## src/rtl/sclk_divider.sv

```systemverilog
module sclk_divider (
  input  logic        clk,
  input  logic        rst_n,
  input  logic        reg_wr,
  input  logic        reg_wsel,
  input  logic [31:0] reg_wdata,
  input  logic        reg_rsel,
  output logic [31:0] reg_rdata,
  input  logic        eng_busy,
  input  logic        bus_rd,
  input  logic        bus_wr,
  output logic        sclk,
  output logic        clk_stopped
);

  localparam int DW = 2;
  localparam int CW = (1 << DW) - 1;

  logic          en_a, en_b, ph_q, run_q, sclk_q, gate_q;
  logic [DW-1:0] div_q;
  logic [CW-1:0] cnt_q, last, nxt;
  logic          want, stp, bypass;

  assign want   = en_a | en_b;
  assign bypass = (div_q == '0);
  assign stp    = !run_q && !gate_q;
  assign last   = CW'((1 << div_q) - 1);
  assign nxt    = cnt_q + 1'b1;

  always_ff @(posedge clk or negedge rst_n) begin
    if (!rst_n) begin
      en_a  <= 1'b0;
      en_b  <= 1'b0;
      ph_q  <= 1'b0;
      div_q <= '0;
    end else if (reg_wr && !reg_wsel) begin
      en_a <= reg_wdata[0];
      en_b <= reg_wdata[16];
      if (stp) begin
        ph_q  <= reg_wdata[12];
        div_q <= reg_wdata[9:8];
      end
    end
  end

  always_ff @(posedge clk or negedge rst_n) begin
    if (!rst_n) begin
      run_q  <= 1'b0;
      cnt_q  <= '0;
      sclk_q <= 1'b0;
    end else if (!run_q) begin
      if (want && stp) begin
        run_q  <= 1'b1;
        cnt_q  <= '0;
        sclk_q <= !bypass;
      end
    end else if (bypass) begin
      if (!want) run_q <= 1'b0;
    end else if (cnt_q == last) begin
      cnt_q <= '0;
      if (!want) begin
        run_q  <= 1'b0;
        sclk_q <= 1'b0;
      end else begin
        sclk_q <= 1'b1;
      end
    end else begin
      cnt_q  <= nxt;
      sclk_q <= (nxt <= (last >> 1));
    end
  end

  always_ff @(negedge clk or negedge rst_n) begin
    if (!rst_n) gate_q <= 1'b0;
    else        gate_q <= run_q && bypass;
  end

  assign sclk        = bypass ? (clk & gate_q) : sclk_q;
  assign clk_stopped = stp;

  logic [31:0] ctrl_word, stat_word;
  always_comb begin
    ctrl_word      = '0;
    ctrl_word[0]   = en_a;
    ctrl_word[9:8] = div_q;
    ctrl_word[12]  = ph_q;
    ctrl_word[16]  = en_b;
    stat_word      = '0;
    stat_word[3]   = !eng_busy;
    stat_word[4]   = stp;
    stat_word[9]   = bus_rd;
    stat_word[10]  = bus_wr;
  end
  assign reg_rdata = reg_rsel ? stat_word : ctrl_word;

  AST_CFG_FROZEN: assert property (@(posedge clk) disable iff (!rst_n)
    !stp |=> ($stable(div_q) && $stable(ph_q)));
  AST_PARK_LOW: assert property (@(posedge clk) disable iff (!rst_n)
    stp |-> !sclk_q);
  AST_STOP_AT_END: assert property (@(posedge clk) disable iff (!rst_n)
    ($rose(stp) && !bypass) |-> ($past(cnt_q) == $past(last)));
  AST_START_HIGH: assert property (@(posedge clk) disable iff (!rst_n)
    ($rose(run_q) && !bypass) |-> sclk_q);
  AST_CNT_BOUND: assert property (@(posedge clk) disable iff (!rst_n)
    run_q |-> (cnt_q <= last));
  AST_RUN_NEEDS_EN: assert property (@(posedge clk) disable iff (!rst_n)
    $rose(run_q) |-> $past(want));

endmodule

```

## config.mk

```make
export PLATFORM = sky130hd
export DESIGN_NAME = sclk_divider
export DESIGN_NICKNAME = d
export VERILOG_FILES = /design/src/rtl/sclk_divider.sv
export SDC_FILE = /design/constraint.sdc
export NUM_CORES = 1
export LEC_CHECK = 0
export ABC_AREA = 1
export BUFFER_PORTS_ARGS = -buffer_cell sky130_fd_sc_hd__buf_4
export CAP_MARGIN = 20
export CORE_UTILIZATION = 34
export DETAILED_ROUTE_END_ITERATION = 10
export GPL_TIMING_DRIVEN = 0
export PLACE_DENSITY = 0.75
export SLEW_MARGIN = 20
export SYNTH_ARGS = -nofsm -noshare
export SYNTH_HDL_FRONTEND = slang
export SYNTH_SLANG_ARGS = --single-unit
```

## constraint.sdc

```tcl
create_clock -name clk -period 1.57 [get_ports clk]
set_input_delay 0.0785 -clock clk [delete_from_list [all_inputs] [get_ports clk]]
set_output_delay 0.0785 -clock clk [all_outputs]
set_load 0.01 [all_outputs]
```

Word-level counts from Yosys, hierarchy flattened. Cells that the tools add are included.

Logic and storage cells: 44. Register bits after elaboration: 11. Bits of input ports: 40.

Mux-type cells: 15. Bitwise logic cells: 2. $add $sub $neg: 2. Equality and inequality tests: 2. Order comparisons: 1. Reductions and logical operators: 13. Shift-type cells: 1.

Operators with widths (count): 17-bit 2-to-1 mux (1); 3-bit 2-to-1 mux (4); 1-bit 2-to-1 mux (10); 1-bit logical NOT (5); 1-bit logical AND (4); 2-bit AND reduction (2); 3-bit by 1-bit adder with 3-bit output (second input constant) (1); 3-bit equality test (1); 3-bit by 2-bit <= comparator with 1-bit output (1); 1-bit by 2-bit left shift with 3-bit output (first input constant) (1); 3-bit by 2-bit subtractor with 3-bit output (second input constant) (1); 2-bit logical NOT (1); 2-bit != test (second input constant) (1); 2-bit nonzero test (1); 1-bit bitwise AND (1); 1-bit bitwise OR (1).

Longest topological paths before layout. Gate-level depths: netlist (run 1).

Depth in word-level cells: 6. Gate-level depth with buffers: 9. Depth with buffers taken out: 9.

==> impl_metrics.tcl, run 1 <==
set metrics [dict create \
    dieWidth_um 52.72 \
    violations "setup timing" \
    cp_slowest_cell "dfrtn_1" \
    netlist_instances 117 \
    initial_core_util_pct 35.63 \
    end_kind "output pin" \
    dr_total_vias 869 \
    synth_top_cell_area_share_pct 28.61 \
    crit_chain "buf_6, nor2_4, buf_6" \
    grt_first_pass_wirelength_mm 3.318 \
    clock_latency_ns 0.40 \
    drc 0 \
    num_antenna_cells 0 \
    arrival_ns 1.93 \
    power_density_nw_per_um2 1678 \
    cap_violations 0 \
    ys_ff_latch 11 \
    ios 74 \
    cp-start-kind "flop" \
    synth.avg_cell_area_um2 7.475 \
    nFillCells 233 \
    r2r_cells 6 \
    path_max_fanout 3 \
    drive_above_1_share_pct 45.00 \
    grt_usage_pct 17.44 \
    routed_wl_mm 2.126 \
    hold_class "in2async" \
    grt_max_degree 12 \
    synthTopCellsByArea "dfrtp_1 29%, buf_4 21%, nor2_1 6.9%" \
    cts_tree "done" \
    ys_seq_area_share_pct 31.47 \
    p_leak_uw 0.0007660 \
    rsz0062_at_grt "yes" \
    antenna_found_initial 0 \
    nets 224 \
    area_delta_synth_final_pct 59.51 \
    relSlewSlack_pct 64.42 \
    fin_ws_ns -0.4419 \
    grt_pass1_vias 821 \
    p_total_uw 2341 \
    status "finished, violations left" \
    holdWs_ns 0.06640 \
    cp_common_cell "buf_6" \
    drtIter0Drc 11 \
    gp_congestion 0.8449 \
    slowest_delay_ns 0.38 \
    tns_ns -3.712 \
    io_buffers 21 \
    vias_per_cell 4.138 \
    crit_required_ns 1.49 \
    final_cells 210 \
    finClkSkew_ns 0.01436 \
    vdd_drop_max_uv 890.0 \
    fp.coreArea_um2 2455 \
    ant_nets 0 \
    clk_pin_slew_ns 0.08 \
    die_y_um 52.72 \
    finalSetupViolCount 12 \
    rows 18 \
    dieArea_um2 2779 \
    wire_per_inst_um 10.12 \
    tightest_slew_ns 0.5318 \
    drtPass1Iterations 4 \
    hpwlAfterDp_mm 1.409 \
    ys_types 24 \
    finalHoldViolCount 0 \
    overflow 0 \
    critical_path_class "reg2out" \
    syn_area_um2 874.6 \
    slew_violations 0 \
    yosysTopAreaCell "dfrtp_1" \
    ys_warn_count 0 \
    dp_cells 191 \
    reg2reg_slack_ns -0.41 \
]
where the power goes:
group          switching [µW]  internal [µW]  leakage [µW]
logic                     779            642      0.000600
clock network             157            202     0.0000409
registers                 142            418      0.000125
total                    1080           1260      0.000766
layer usage:
layer  share of wire, %  GRT usage (%)  vias up
met2                 58          29.11       35
met4                1.2          12.28        0
li1                   -              -      444
met3                7.6          9.565        5
met5                  0              0        -
met1                 33          15.85      385
path summary, 6_finish.rpt:
| kind | from | end |
|---|---|---|
| hold / removal | rst_n | en_a$_DFFE_PN0P_ |
| setup reg to reg | gate_q$_DFF_NN0_ | sclk_q$_DFFE_PN0P_ |
| hold reg to reg | ph_q$_DFFE_PN0P_ | ph_q$_DFFE_PN0P_ |
| setup / recovery | gate_q$_DFF_NN0_ | clk_stopped |
| max in group asynchronous | rst_n | gate_q$_DFF_NN0_ |
| min in group clk | reg_wsel | en_a$_DFFE_PN0P_ |
cells in the mapped netlist:
cell,n
a21oi_1,5
nand3_1,4
dfrtp_1,10
inv_1,14
nor3_1,1
ha_1,3
xnor2_1,1
o21ai_1,1
nand2_2,4
buf_4,24
nand3_2,1
conb_1,1
o21a_1,1
nand4_1,1
nor2_1,16
dfrtn_1,1
o211ai_1,1
clkbuf_1,2
nor2_4,1
nand3_4,1
o21ai_2,1
o21ai_0,7
nand2_1,15
a21oi_2,1
layout by cell type (no fill, tap or decap), types with 3 or more instances in the layout:
cell           Yosys  routed
a21oi_1            5       4
buf_4             24      48
buf_6              0       3
clkbuf_4           0       6
conb_1             1      24
dfrtp_1           10       7
dfrtp_2            0       3
dlygate4sd3_1      0       6
ha_1               3       3
inv_1             14      12
nand2_1           15      14
nand2_2            4       4
nand3_1            4       3
nor2_1            16      11
nor2_4             1       5
o21ai_0            7       5
worst max-delay path: cells and delay by family (launching register included):
family	cells	cell delay, ns
buf+inv	2	0.25
flops	1	0.38
simple gates	1	0.12
logic make-up after synthesis:
kind of cell    share of synthesized area (%)
compound gates                          11.16
flops                                   31.47
other cells                            0.4288
simple gates                            24.18
fa+ha+maj                               4.292
xor+xnor                                1.002
buf+inv                                 27.47
stage by stage:
| stage | instance area, µm² | utilization (%) | worst slack, ns |
|---|---|---|---|
| after floorplan | 972.2 | - | -0.2129 |
| after global placement | 1167 | 47.55 | -0.2597 |
| after detailed placement | 1167 | 47.55 | -0.2572 |
| after CTS | 1341 | 54.64 | -0.4578 |
| after global routing | 1395 | 56.83 | -0.5029 |
| final | 1395 | 56.83 | -0.4419 |
layout make-up:
class	instances	area, µm²	area share (%)
plain buffers	26	187.7	13.45
clock buffers	7	52.55	3.767
clock inverters	1	5.005	0.3587
inverters	14	52.55	3.767
multi-input cells	89	514.2	36.86
flip-flops and latches	11	279.0	20.00
well taps	30	37.54	2.691
repair buffers	32	266.5	19.10
state kept, by name (all words and copies together) (netlist names):
signal / flops
cnt_q: 3
div_q: 2
en_a: 1
en_b: 1
gate_q: 1
ph_q: 1
run_q: 1
sclk_q: 1
timing repair:
item,CTS,global route
resized for setup,14,10
setup endpoints to repair,13,13
hold endpoints to repair,15,0
hold buffers,6,0
pin swaps,3,5
gates cloned,0,0
buffers inserted,3,5
(Power assumes the default switching activity.)
==> run 2: changes to the inputs <==
Settings changed: ABC_AREA 1 to default, CORE_UTILIZATION 34 to 35, PLACE_DENSITY 0.75 to 0.76.
==> impl_metrics.tcl, run 2 <==
set metrics [dict create \
    ys_ff_latch 11 \
    largest_register "cnt_q" \
    largest_reg_flops 3 \
    power.internal_uw 1268 \
    dp_cells 177 \
    critical_path_buf_inv_count 1 \
    timing.rr.end "cnt_q[2]$_DFFE_PN0P_" \
    finalHoldViolCount 0 \
    p_sw_share_pct 41.82 \
    seq_area_um2 277.8 \
    power.share.clock_pct 17.5 \
    clk_pin_slew_ns 0.07 \
    cp.depth 3 \
    nets 205 \
    antenna_found_initial 0 \
    syn_area_um2 908.4 \
    final_cell_mix "45 x buf_4, 24 x conb_1, 8 x nor2b_1, 8 x dfrtp_1" \
    status "finished, violations left" \
    finClkSkew_ns 0.01494 \
    routed_wl_mm 2.238 \
    grt_first_pass_wirelength_mm 3.291 \
    yosysMostFrequentCell "buf_4" \
    slew_violations 0 \
    crit-reg2reg-launch "gate_q$_DFF_NN0_" \
    yosysTopAreaCell "dfrtp_1" \
    critical_path.top_delay_family "flip-flops" \
    ys_seq_area_share_pct 30.30 \
    combPwrFrac_pct 57.7 \
    overflow 0 \
    crit_chain "nand2_1, o21ai_2, buf_4" \
    reg.largest.list "cnt_q x3, div_q x2" \
    vdd_drop_max_uv 805.7 \
    cap_violations 0 \
    startpoint "gate_q$_DFF_NN0_" \
    gp_congestion 0.8891 \
    grt_max_degree 12 \
    drc 0 \
    dieArea_um2 2803 \
    wire_per_inst_um 11.72 \
    final_cells 191 \
    dieWidth_um 52.95 \
    cp-start-kind "flop" \
    fin_ws_ns -0.5326 \
    critical_path_class "reg2out" \
    slowest_delay_ns 0.50 \
    r2r_cells 3 \
    synth_ff_type "dfrtp_1" \
    path_max_fanout 5 \
    ant_nets 0 \
    drtPass1Iterations 4 \
    ios 74 \
    rsz0062_at_grt "yes" \
    hold_class "in2async" \
    reg2reg_slack_ns -0.48 \
    drtIter0Drc 31 \
    die_y_um 52.95 \
    initial_core_util_pct 37.00 \
    grt_pass1_vias 782 \
    vias_per_cell 4.529 \
    finalSetupViolCount 13 \
    multiInputGateArea_um2 535.5 \
    hpwlAfterDp_mm 1.440 \
    synth_top_cell_area_share_pct 27.55 \
    drive_above_1_share_pct 44.10 \
    synth_edf_count 0 \
    cts_tree "done" \
    switchingPower_uw 911.7 \
    post-place-ws_ns -0.4339 \
    rows 18 \
    num_antenna_cells 0 \
    power_density_nw_per_um2 1597 \
    p_leak_uw 0.0007055 \
    io_buffers 22 \
    end_kind "output pin" \
    sequentialPowerShare_pct 24.8 \
    area_delta_synth_final_pct 50.28 \
    nFillCells 216 \
    final_common_cell "buf_4" \
    dr_total_vias 865 \
    synthArstFlopShare_pct 100.0 \
    yosys-top-cells-count "24 x buf_4, 10 x dfrtp_1, 8 x nor2b_1" \
    crit_required_ns 1.49 \
    ys_warn_count 0 \
    clock_latency_ns 0.40 \
    grt_usage_pct 17.49 \
    ys_types 32 \
    synthTopCellsByArea "dfrtp_1 28%, buf_4 20%, nor2b_1 5.5%" \
    cp_slowest_cell "dfrtn_1" \
    fp.coreArea_um2 2455 \
    synth.avg_cell_area_um2 8.906 \
    arrival_ns 2.02 \
    crit_end "sclk" \
    netlist_instances 102 \
    violations "setup timing" \
]
## run 2: cell count changes in the layout (fill, tap and decap cells not counted), sizes merged, moves of 4 or more
cell	before	now
nand3	6	0
nor2	17	4
and2	0	4
nor2b	0	8
inv	14	5
a21oi	6	2
nand2	19	6
mux2	0	6
## run 2: worst register-to-register path, stage by stage (launching register included)
cell	delay (ns)
dfrtn_1	0.40
o31a_1	0.32
a41o_1	0.23
a22o_1	0.19
## run 2: power by group through the flow
stage                     sequential [µW]  clock (µW)  combinational, µW
after CTS                             532         395               1230
after floorplan                       516        35.3                828
final                                 540         381               1260
after global routing                  550         413               1390
after detailed placement              551        64.8               1070
after global placement                541        64.8               1020
## run 2: cell type report
cell class                      count  area share [%]
Buffer                             27           15.12
Tap cell                           30           2.750
Clock buffer                        8           4.125
Inverter                            5           1.375
Sequential cell                    11           20.35
Multi-Input combinational cell     82           39.23
Timing Repair Buffer               28           17.05
## run 2: what timing repair did
action / 4_1_cts / 5_1_grt
buffers inserted: 1 / 0
setup endpoints to repair: 13 / 13
hold buffers: 6 / 0
pin swaps: 8 / 1
gates resized for setup: 11 / 2
hold endpoints to repair: 15 / 0
## run 2: routing by layer
metal  share of wire (%)  up-vias  wire (µm)  track usage [%]
met2                  50       48       1125            29.32
met5                   0        -          0                0
met4                 3.4        0         76            14.91
met3                 9.0        9        201            7.184
li1                    -      419          -                -
met1                  37      389        836            16.26
## run 2: how the worst min path moves through the flow
stage	from	to	slack, ns
floorplan	rst_n	cnt_q[0]$_DFFE_PN0P_	-0.22
global placement	rst_n	cnt_q[2]$_DFFE_PN0P_	-0.08
detailed placement	rst_n	div_q[0]$_DFFE_PN0P_	-0.08
CTS	rst_n	cnt_q[1]$_DFFE_PN0P_	0.05
global route	rst_n	div_q[0]$_DFFE_PN0P_	0.07
finish	rst_n	cnt_q[0]$_DFFE_PN0P_	0.05
## run 2: logic make-up after synthesis
family | count (synthesis) | share of synthesized area (%)
and+or+nand+nor | 28 | 17.22
adders and majority gates | 3 | 4.133
xor gates and xnor gates | 1 | 0.9644
AOI/OAI and AO/OA | 20 | 15.43
DFF | 11 | 30.30
muxes | 6 | 7.437
other | 1 | 0.4128
buffers and inverters | 32 | 24.10
## run 2: metrics by stage
| step | TNS [ns] | cell area [µm²] | hold WS (ns) | utilization (%) | total power, µW |
|---|---|---|---|---|---|
| floorplan | -1.734 | 1017 | -0.2171 | - | 1379 |
| finish | -3.941 | 1365 | 0.05108 | 55.61 | 2180 |
| CTS | -3.994 | 1364 | 0.05158 | 55.56 | 2156 |
| global route | -4.402 | 1365 | 0.07165 | 55.61 | 2351 |
| detailed placement | -2.430 | 1220 | -0.08018 | 49.69 | 1682 |
| global placement | -2.368 | 1220 | -0.08144 | 49.69 | 1629 |
==> run 3: changes to the inputs <==
Settings changed: SKIP_CTS_REPAIR_TIMING from default to 1.
==> impl_metrics.tcl, run 3 (synthesis gave the netlist of run 2 again) <==
set metrics [dict create \
    grt_max_degree 12 \
    num_antenna_cells 0 \
    clock_latency_ns 0.40 \
    dieArea_um2 2803 \
    r2r_cells 3 \
    cp.depth 3 \
    initial_core_util_pct 37.00 \
    clk_pin_slew_ns 0.07 \
    cts_tree "done" \
    hpwlAfterDp_mm 1.440 \
    die_y_um 52.95 \
    switchingPower_uw 907.5 \
    drtIter0Drc 22 \
    power.internal_uw 1268 \
    grt_usage_pct 15.14 \
    status "finished, violations left" \
    critical_path.top_delay_family "flip-flops" \
    final_common_cell "buf_4" \
    vdd_drop_max_uv 813.0 \
    final_cells 191 \
    finalSetupViolCount 13 \
    dieWidth_um 52.95 \
    area_delta_synth_final_pct 50.28 \
    wire_per_inst_um 11.44 \
    nets 205 \
    power.share.clock_pct 17.4 \
    power_density_nw_per_um2 1594 \
    critical_path_buf_inv_count 1 \
    drc 0 \
    p_leak_uw 0.0007054 \
    dp_cells 177 \
    slew_violations 0 \
    slowest_delay_ns 0.51 \
    routed_wl_mm 2.185 \
    grt_first_pass_wirelength_mm 2.863 \
    largest_reg_flops 3 \
    cp-start-kind "flop" \
    finalHoldViolCount 0 \
    hold_class "in2async" \
    ios 74 \
    reg.largest.list "cnt_q x3, div_q x2" \
    fin_util_pct 55.61 \
    crit_chain "nor2_4, and2_4, buf_6" \
    cap_violations 0 \
    drtPass1Iterations 4 \
    critical_path_class "reg2out" \
    final_cell_mix "45 x buf_4, 24 x conb_1, 8 x nor2b_1, 8 x dfrtp_1" \
    path_max_fanout 5 \
    fin_ws_ns -0.5386 \
    ant_nets 0 \
    overflow 0 \
    vias_per_cell 4.445 \
    gp_congestion 0.8891 \
    p_sw_share_pct 41.71 \
    antenna_found_initial 0 \
    grt_pass1_vias 681 \
    rsz0062_at_grt "yes" \
    arrival_ns 2.03 \
    cp_slowest_cell "dfrtn_1" \
    tns_ns -4.055 \
    end_kind "output pin" \
    largest_register "cnt_q" \
    rows 18 \
    violations "setup timing" \
    drive_above_1_share_pct 44.10 \
    combPwrFrac_pct 57.1 \
    dr_total_vias 849 \
    io_buffers 22 \
    finClkSkew_ns 0.01467 \
    crit_required_ns 1.49 \
    fp.coreArea_um2 2455 \
    sequentialPowerShare_pct 25.4 \
]
run 3: layout make-up:
| type | count | area (µm²) |
|---|---|---|
| buffer | 27 | 206.4 |
| clock buffer | 8 | 56.30 |
| fill | 214 | 1090 |
| inverter | 5 | 18.77 |
| multi-input combinational | 82 | 535.5 |
| sequential | 11 | 277.8 |
| tap | 30 | 37.54 |
| timing repair buffer | 28 | 232.7 |
run 3: stage by stage:
step | hold slack, ns | instance area (µm²) | total power (µW) | setup slack [ns]
final | 0.05389 | 1365 | 2176 | -0.5386
after CTS | -0.4924 | 1269 | 2037 | -0.5547
after global routing | 0.06660 | 1365 | 2344 | -0.5997
after detailed placement | -0.08018 | 1220 | 1682 | -0.4339
after floorplan | -0.2171 | 1017 | 1379 | -0.3569
after global placement | -0.08144 | 1220 | 1629 | -0.4121
run 3: worst paths after layout:
| kind | start | endpoint | slack [ns] |
|---|---|---|---|
| min in group clk | reg_wsel | en_b$_DFFE_PN0P_ | 0.09 |
| worst min register to register | ph_q$_DFFE_PN0P_ | ph_q$_DFFE_PN0P_ | 0.52 |
| worst max-delay path | gate_q$_DFF_NN0_ | reg_rdata[4] | -0.54 |
| worst max register to register | gate_q$_DFF_NN0_ | cnt_q[2]$_DFFE_PN0P_ | -0.47 |
| worst min-delay path | rst_n | cnt_q[0]$_DFFE_PN0P_ | 0.05 |
| max in group asynchronous | rst_n | gate_q$_DFF_NN0_ | 0.67 |
run 3: layer usage:
metal	routed length (µm)	GRT usage, %
met5	0	0
met4	60	12.28
met1	898	16.06
met2	1080	22.78
met3	146	6.897
run 3: power by group through the flow:
| stage | clock network, µW | logic [µW] | registers, µW |
|---|---|---|---|
| finish | 379 | 1240 | 553 |
| global route | 416 | 1370 | 562 |
| CTS | 395 | 1100 | 545 |
| detailed placement | 64.8 | 1070 | 551 |
| global placement | 64.8 | 1020 | 541 |
| floorplan | 35.3 | 828 | 516 |
